### config.mk
export PLATFORM = sky130hd
export DESIGN_NAME = lcd_sync_gen
export DESIGN_NICKNAME = d
export VERILOG_FILES = /design/src/rtl/lcd_sync_pkg.sv /design/src/rtl/lcd_sync_axis.sv /design/src/rtl/lcd_sync_ctrl.sv /design/src/rtl/lcd_sync_dp.sv /design/src/rtl/lcd_sync_gen.sv
export SDC_FILE = /design/constraint.sdc
export NUM_CORES = 1
export LEC_CHECK = 0
export BUFFER_PORTS_ARGS = -buffer_cell sky130_fd_sc_hd__buf_2
export CORE_UTILIZATION = 65
export CTS_BUF_LIST = sky130_fd_sc_hd__clkbuf_16
export DETAILED_ROUTE_END_ITERATION = 8
export HOLD_SLACK_MARGIN = 0.1
export PLACE_DENSITY = 0.94
export RECOVER_POWER = 100
export SETUP_SLACK_MARGIN = 0.3
export SLEW_MARGIN = 0
export SYNTH_ARGS = -nofsm -noshare
export SYNTH_HDL_FRONTEND = slang
export SYNTH_HIERARCHICAL = 1
export SYNTH_SLANG_ARGS = --single-unit
### constraint.sdc
create_clock -name clk -period 9 [get_ports clk]
set_clock_uncertainty 0.1 [all_clocks]
set_input_delay 0.45 -clock clk [delete_from_list [all_inputs] [get_ports clk]]
set_output_delay 0.45 -clock clk [all_outputs]
set_load 0.03 [all_outputs]
### src/rtl/lcd_sync_pkg.sv
package lcd_sync_pkg;
  // Strobes from the control to the datapath
  typedef struct packed {
    logic run;      // a frame is in progress
    logic pixTick;  // counters advance this cycle
  } strobe_t;
endpackage

### src/rtl/lcd_sync_axis.sv
module lcd_sync_axis #(
  parameter int TW = 11
) (
  input  logic          clk,
  input  logic          rstN,
  input  logic          run,
  input  logic          step,
  input  logic [TW-1:0] syncLen,
  input  logic [TW-1:0] backLen,
  input  logic [TW-1:0] actLen,
  input  logic [TW-1:0] frontLen,
  output logic          atEnd,
  output logic          inSync,
  output logic          inActive,
  output logic [TW-1:0] pos
);
  localparam int CW = TW + 2;

  logic [CW-1:0] cnt;
  logic [CW-1:0] syncEnd, actStart, actEnd, lastCnt, offs;

  always_comb begin
    syncEnd  = CW'(syncLen) + CW'(1);
    actStart = syncEnd + CW'(backLen) + CW'(1);
    actEnd   = actStart + CW'(actLen) + CW'(1);
    lastCnt  = actEnd + CW'(frontLen);
    atEnd    = (cnt >= lastCnt);
    inSync   = run && (cnt < syncEnd);
    inActive = run && (cnt >= actStart) && (cnt < actEnd);
    offs     = cnt - actStart;
    pos      = inActive ? offs[TW-1:0] : '0;
  end

  always_ff @(posedge clk or negedge rstN) begin
    if (!rstN)        cnt <= '0;
    else if (!run)    cnt <= '0;
    else if (step)    cnt <= atEnd ? '0 : cnt + CW'(1);
  end

  // counter never passes the last position of its axis
  p_cnt_bound_r2: assert property (@(posedge clk) disable iff (!rstN)
    run |-> (cnt <= lastCnt));
  // counter holds between steps
  p_cnt_hold_r2: assert property (@(posedge clk) disable iff (!rstN)
    (run && !step) |=> $stable(cnt));
endmodule

### src/rtl/lcd_sync_ctrl.sv
module lcd_sync_ctrl
  import lcd_sync_pkg::*;
#(
  parameter int DW = 8
) (
  input  logic          clk,
  input  logic          rstN,
  input  logic          divSel,
  input  logic [DW-1:0] divRatioM1,
  input  logic          invPclk,
  input  logic          videoEn,
  input  logic          frameIrqEn,
  input  logic          frameIrqClr,
  input  logic          frameEnd,
  output strobe_t       strobe,
  output logic          pclkOut,
  output logic          frameIrq
);
  logic [DW-1:0] divCnt;
  logic bypass, pixTick, run, frameStart, irqPend, pclkPhase;

  always_comb begin
    bypass     = !divSel || (divRatioM1 == '0);
    pixTick    = bypass || (divCnt >= divRatioM1);
    frameStart = pixTick && videoEn && (!run || frameEnd);
    pclkPhase  = bypass ? clk : (divCnt <= (divRatioM1 >> 1));
  end

  always_ff @(posedge clk or negedge rstN) begin
    if (!rstN)         divCnt <= '0;
    else if (pixTick)  divCnt <= '0;
    else               divCnt <= divCnt + DW'(1);
  end

  always_ff @(posedge clk or negedge rstN) begin
    if (!rstN)                          run <= 1'b0;
    else if (frameStart)                run <= 1'b1;
    else if (run && pixTick && frameEnd) run <= 1'b0;
  end

  always_ff @(posedge clk or negedge rstN) begin
    if (!rstN)                             irqPend <= 1'b0;
    else if (frameStart && frameIrqEn)     irqPend <= 1'b1;
    else if (frameIrqClr)                  irqPend <= 1'b0;
  end

  assign strobe.run     = run;
  assign strobe.pixTick = pixTick;
  assign pclkOut        = pclkPhase ^ invPclk;
  assign frameIrq       = irqPend;

  // divided ticks never come on two consecutive cycles with a steady setting
  p_div_gap_r6: assert property (@(posedge clk) disable iff (!rstN)
    (!bypass && pixTick) |=> (!pixTick || !$stable(divRatioM1) || !$stable(divSel)));
  // a running frame only stops on its last tick
  p_run_hold_r8: assert property (@(posedge clk) disable iff (!rstN)
    (run && !(pixTick && frameEnd)) |=> run);
  // a frame start with the interrupt enabled leaves it pending
  p_irq_set_r9: assert property (@(posedge clk) disable iff (!rstN)
    (frameStart && frameIrqEn) |=> irqPend);
  // no pending bit appears without an enabled frame start
  p_irq_quiet_r10: assert property (@(posedge clk) disable iff (!rstN)
    (!irqPend && !(frameStart && frameIrqEn)) |=> !irqPend);
endmodule

### src/rtl/lcd_sync_dp.sv
module lcd_sync_dp
  import lcd_sync_pkg::*;
#(
  parameter int TW = 11
) (
  input  logic          clk,
  input  logic          rstN,
  input  strobe_t       strobe,
  input  logic [TW-1:0] hSyncLen,
  input  logic [TW-1:0] hBackLen,
  input  logic [TW-1:0] hActLen,
  input  logic [TW-1:0] hFrontLen,
  input  logic [TW-1:0] vSyncLen,
  input  logic [TW-1:0] vBackLen,
  input  logic [TW-1:0] vActLen,
  input  logic [TW-1:0] vFrontLen,
  input  logic          invHsync,
  input  logic          invVsync,
  input  logic          invDe,
  output logic          frameEnd,
  output logic          hsyncOut,
  output logic          vsyncOut,
  output logic          deOut,
  output logic [TW-1:0] pixX,
  output logic [TW-1:0] pixY
);
  logic hEnd, hSync, hAct, vEnd, vSync, vAct, deRaw;
  logic [TW-1:0] hPos, vPos;

  lcd_sync_axis #(.TW(TW)) uHoriz (
    .clk(clk), .rstN(rstN), .run(strobe.run), .step(strobe.pixTick),
    .syncLen(hSyncLen), .backLen(hBackLen), .actLen(hActLen), .frontLen(hFrontLen),
    .atEnd(hEnd), .inSync(hSync), .inActive(hAct), .pos(hPos));

  lcd_sync_axis #(.TW(TW)) uVert (
    .clk(clk), .rstN(rstN), .run(strobe.run), .step(strobe.pixTick && hEnd),
    .syncLen(vSyncLen), .backLen(vBackLen), .actLen(vActLen), .frontLen(vFrontLen),
    .atEnd(vEnd), .inSync(vSync), .inActive(vAct), .pos(vPos));

  always_comb begin
    frameEnd = strobe.run && hEnd && vEnd;
    deRaw    = hAct && vAct;
    hsyncOut = hSync ^ invHsync;
    vsyncOut = vSync ^ invVsync;
    deOut    = deRaw ^ invDe;
    pixX     = deRaw ? hPos : '0;
    pixY     = deRaw ? vPos : '0;
  end

  // the last tick of a frame lands both axes on their first position
  p_frame_wrap_r3: assert property (@(posedge clk) disable iff (!rstN)
    (strobe.pixTick && frameEnd) |=> (hSync && vSync) || !strobe.run);
  // data enable never occurs while stopped
  p_de_idle_r4: assert property (@(posedge clk) disable iff (!rstN)
    !strobe.run |-> !deRaw);
endmodule

### src/rtl/lcd_sync_gen.sv
module lcd_sync_gen
  import lcd_sync_pkg::*;
#(
  parameter int TW = 11,
  parameter int DW = 8
) (
  input  logic          clk,
  input  logic          rstN,
  input  logic [TW-1:0] hSyncLen,
  input  logic [TW-1:0] hBackLen,
  input  logic [TW-1:0] hActLen,
  input  logic [TW-1:0] hFrontLen,
  input  logic [TW-1:0] vSyncLen,
  input  logic [TW-1:0] vBackLen,
  input  logic [TW-1:0] vActLen,
  input  logic [TW-1:0] vFrontLen,
  input  logic          invHsync,
  input  logic          invVsync,
  input  logic          invDe,
  input  logic          invPclk,
  input  logic          divSel,
  input  logic [DW-1:0] divRatioM1,
  input  logic          videoEn,
  input  logic          frameIrqEn,
  input  logic          frameIrqClr,
  output logic          pclkOut,
  output logic          hsyncOut,
  output logic          vsyncOut,
  output logic          deOut,
  output logic [TW-1:0] pixX,
  output logic [TW-1:0] pixY,
  output logic          frameIrq
);
  strobe_t strobe;
  logic    frameEnd;

  lcd_sync_ctrl #(.DW(DW)) uCtrl (
    .clk(clk), .rstN(rstN), .divSel(divSel), .divRatioM1(divRatioM1),
    .invPclk(invPclk), .videoEn(videoEn), .frameIrqEn(frameIrqEn),
    .frameIrqClr(frameIrqClr), .frameEnd(frameEnd), .strobe(strobe),
    .pclkOut(pclkOut), .frameIrq(frameIrq));

  lcd_sync_dp #(.TW(TW)) uDp (
    .clk(clk), .rstN(rstN), .strobe(strobe),
    .hSyncLen(hSyncLen), .hBackLen(hBackLen), .hActLen(hActLen), .hFrontLen(hFrontLen),
    .vSyncLen(vSyncLen), .vBackLen(vBackLen), .vActLen(vActLen), .vFrontLen(vFrontLen),
    .invHsync(invHsync), .invVsync(invVsync), .invDe(invDe),
    .frameEnd(frameEnd), .hsyncOut(hsyncOut), .vsyncOut(vsyncOut),
    .deOut(deOut), .pixX(pixX), .pixY(pixY));
endmodule

==> run_results.csv <==
group,metric,value,unit
synthesis,mappedNetlistArea,8770,µm²
setup_path,rr_startpoint,"uDp/uHoriz/cnt[0]",
setup_path,crit_path_end_kind,"output port",
route,vias_per_cell,6.12,
route,wl_per_cell,16.1,µm
synthesis,syn_nets,1435,
final_layout,fillers,1027,
hold_path,min_path_type,"primary input to register",
synthesis,syn_inst,1129,
synthesis,synth_seq_cells,36,
route,drc,0,
placed_design,io_buffers,132,
global_route,grt_max_degree,37,
global_route,grt_pass1_vias,8620,
route,antenna_left,0,
synthesis,yosys.area.top_type,"ha_1",
timing,drv_slew,37,
timing,hold_viol_final,0,
setup_path,crit_fanout,23,
route,wirelength,23.1,mm
setup_path,crit_start,"vSyncLen[0]",
cts,cts_tree,"built",
synthesis,postSynth.topFlopCell,"dfrtp_1",
route,dr.pass1.iters,7,
pwr,power_density,199,nW/µm²
setup_path,worstSetupPathType,"primary input to output port",
pwr,vdd.ir_drop.worst,0.135,mV
timing,tightest_slew,1960,ps
synthesis,synthArstFlopShare,100,%
placed_design,dp_hpwl,18.6,mm
cts,post_cts_resized,0,
timing,rsz0062_at_grt,"false",
floorplan,dieArea,14000,µm²
setup_path,arrival,7190,ps
route,num_vias,8762,
synthesis,synth.top_cells.by_area,"ha_1 27%, dfrtp_1 10%, inv_1 5.1%",
synthesis,ys_seq_area_share,10.3,%
timing,fin_crit_sh,86.0,%
floorplan,fp.dieW,118,µm
hold_path,hp-start,"videoEn",
timing,period_minus_slack,7740,ps
cts,path_clk_slew,60,ps
final_layout,fin_nets,1560,
final_layout,synthToLayoutAreaGrowth,10.7,%
cts,clk_latency,400,ps
timing,setup_violations,0,
synthesis,synth-edff-count,0,
synthesis,synth_area_per_cell,7.77,µm²
floorplan,initial_utilization,66.5,%
floorplan,num_rows,42,
timing,maxSlewHeadroom,-30.6,%
final_layout,final_util,73.6,%
pwr,p_leak,0.00528,µW
flow_run,cap_violations,1,
run_status,status,"complete, but fails checks",
global_route,grt_usage,33.6,%
global_route,antenna_found_initial,1,
setup_path,cp.required,8450,ps
synthesis,yosysWarnings,6,
floorplan,num_io_pins,133,
floorplan,core-area,13200,µm²
global_route,grt_first_pass_wirelength,38.7,mm
timing,tns,0,ps
run_status,violations,"capacitance limit, slew limit",
placed_design,routabilityCongestion,0.955,
cts,cts_setup_buffers,0,
global_route,grt-ovfl-total,0,
synthesis,yosysTopAreaCellShare,27.4,%
setup_path,crit_path_start_kind,"primary input",
final_layout,drive_gt1_share,11.2,%
synthesis,synth.distinct_cells,79,
floorplan,die_h,118,µm
timing,max_freq,129,MHz
route,drt_iter0_drc,551,
==> state kept, by name, summed over array words and instances (netlist names) <==
register and flops:
uDp/uVert/cnt 13, uCtrl/divCnt 8, uCtrl/frameIrq 1, uDp/uHoriz/cnt 13, uCtrl/run 1
==> placed cells by master, fill, tap and decap left out, types with 6 or more instances in the layout <==
| cell | synthesis | routed |
|---|---|---|
| and3_1 | 45 | 46 |
| o21bai_1 | 8 | 8 |
| a21boi_0 | 12 | 13 |
| buf_2 | 3 | 101 |
| a211oi_1 | 9 | 9 |
| or3b_2 | 6 | 6 |
| a31oi_1 | 14 | 14 |
| xnor2_1 | 50 | 50 |
| dfrtp_1 | 36 | 36 |
| a21oi_1 | 82 | 82 |
| fa_1 | 8 | 8 |
| nor2b_1 | 20 | 20 |
| nor3_1 | 14 | 14 |
| nand4_1 | 9 | 9 |
| nand2_1 | 77 | 77 |
| nand2b_1 | 32 | 32 |
| nor4_1 | 7 | 7 |
| inv_1 | 120 | 122 |
| nand3_1 | 31 | 31 |
| xor2_1 | 49 | 49 |
| clkbuf_16 | 0 | 8 |
| a21o_1 | 37 | 37 |
| clkbuf_1 | 8 | 31 |
| o21ai_0 | 68 | 69 |
| ha_1 | 192 | 192 |
| nor2_1 | 75 | 75 |
| o21a_1 | 16 | 16 |
==> kinds of logic (layout without fill, tap and decap cells) <==
group,Yosys count,in the layout,share of synthesized area (%)
buffers and inverters,140,266,6.55
AND/OR/NAND/NOR,349,349,21.2
flip-flops,36,36,10.3
multiplexers,3,3,0.357
adder cells (fa/ha/maj),200,200,29.2
other,0,1,0
AO/OA/AOI/OAI,302,302,22.5
XOR/XNOR,99,99,9.89
==> timing repair <==
action | in CTS | in global routing
hold endpoints to repair | 36 | 0
hold buffers | 1 | 0
endpoints found under the setup margin | 0 | 0
==> where the power goes <==
part | internal, µW | switching [µW]
sequential | 178 | 40.3
clock | 163 | 85.8
combinational | 633 | 834
==> layout make-up <==
class,count,area (µm²),area share [%]
antenna,1,2.50,0.0258
clock buffer,9,204,2.10
clock inverter,3,16.3,0.168
inverter,121,454,4.68
multi-input combinational,953,7270,74.9
sequential,36,901,9.28
tap,176,220,2.27
timing repair buffer,133,636,6.55
==> per-stage QoR <==
step / hold slack (ps) / cell area (µm²) / setup slack (ps) / instances / total power [µW]
floorplan: 54.4 / 8770 / 2440 / 1129 / 1350
global route: 209 / 9700 / 760 / 1432 / 2130
global placement: 421 / 9540 / 1740 / 1419 / 1590
finish: 198 / 9700 / 1260 / 1432 / 1930
detailed placement: 444 / 9540 / 1490 / 1419 / 1660
CTS: 195 / 9760 / 1510 / 1431 / 1920
==> synth_stat cells (14+ instances only) <==
cell type	n
xnor2_1	50
inv_1	120
nand2b_1	32
a21o_1	37
ha_1	192
nor2_1	75
nand2_1	77
o21a_1	16
and3_1	45
nand3_1	31
xor2_1	49
a21oi_1	82
a31oi_1	14
nor3_1	14
o21ai_0	68
nor2b_1	20
dfrtp_1	36
==> path summary, 6_finish.rpt <==
kind,endpoint,slack (ps),cells past startpoint
max,deOut,1260,25
min in group asynchronous,uDp/uHoriz/cnt[2],1040,2
max in group asynchronous,uDp/uHoriz/cnt[9],6620,2
min,uCtrl/run,200,2
min reg2reg,uCtrl/divCnt[0],450,1
max reg2reg,uDp/uVert/cnt[2],5350,14
==> layer usage <==
metal | vias to the layer above | global-route usage, % | part of all wire [%]
li1 | 4283 | - | -
met1 | 4028 | 39.8 | 42
met2 | 362 | 59.6 | 48
met3 | 89 | 4.63 | 5.8
met4 | 0 | 15.9 | 4.4
met5 | - | 0 | 0
==> worst max-delay path, stage by stage <==
cell	delay (ps)
buf_2	140
ha_1	350
fa_1	450
a21o_1	180
a21o_1	200
a21oi_1	190
o21ai_0	120
a21oi_1	270
o21ai_0	170
xor2_1	180
ha_1	410
and3_1	270
a2111oi_0	650
nor2_1	130
xor2_1	200
ha_1	290
and4_1	220
a21oi_1	210
nand3_1	110
o21ai_0	290
o21ai_0	490
inv_1	590
nand2_1	130
xnor2_1	160
clkbuf_1	320
Note: power is estimated with default switching activity, not from simulation.
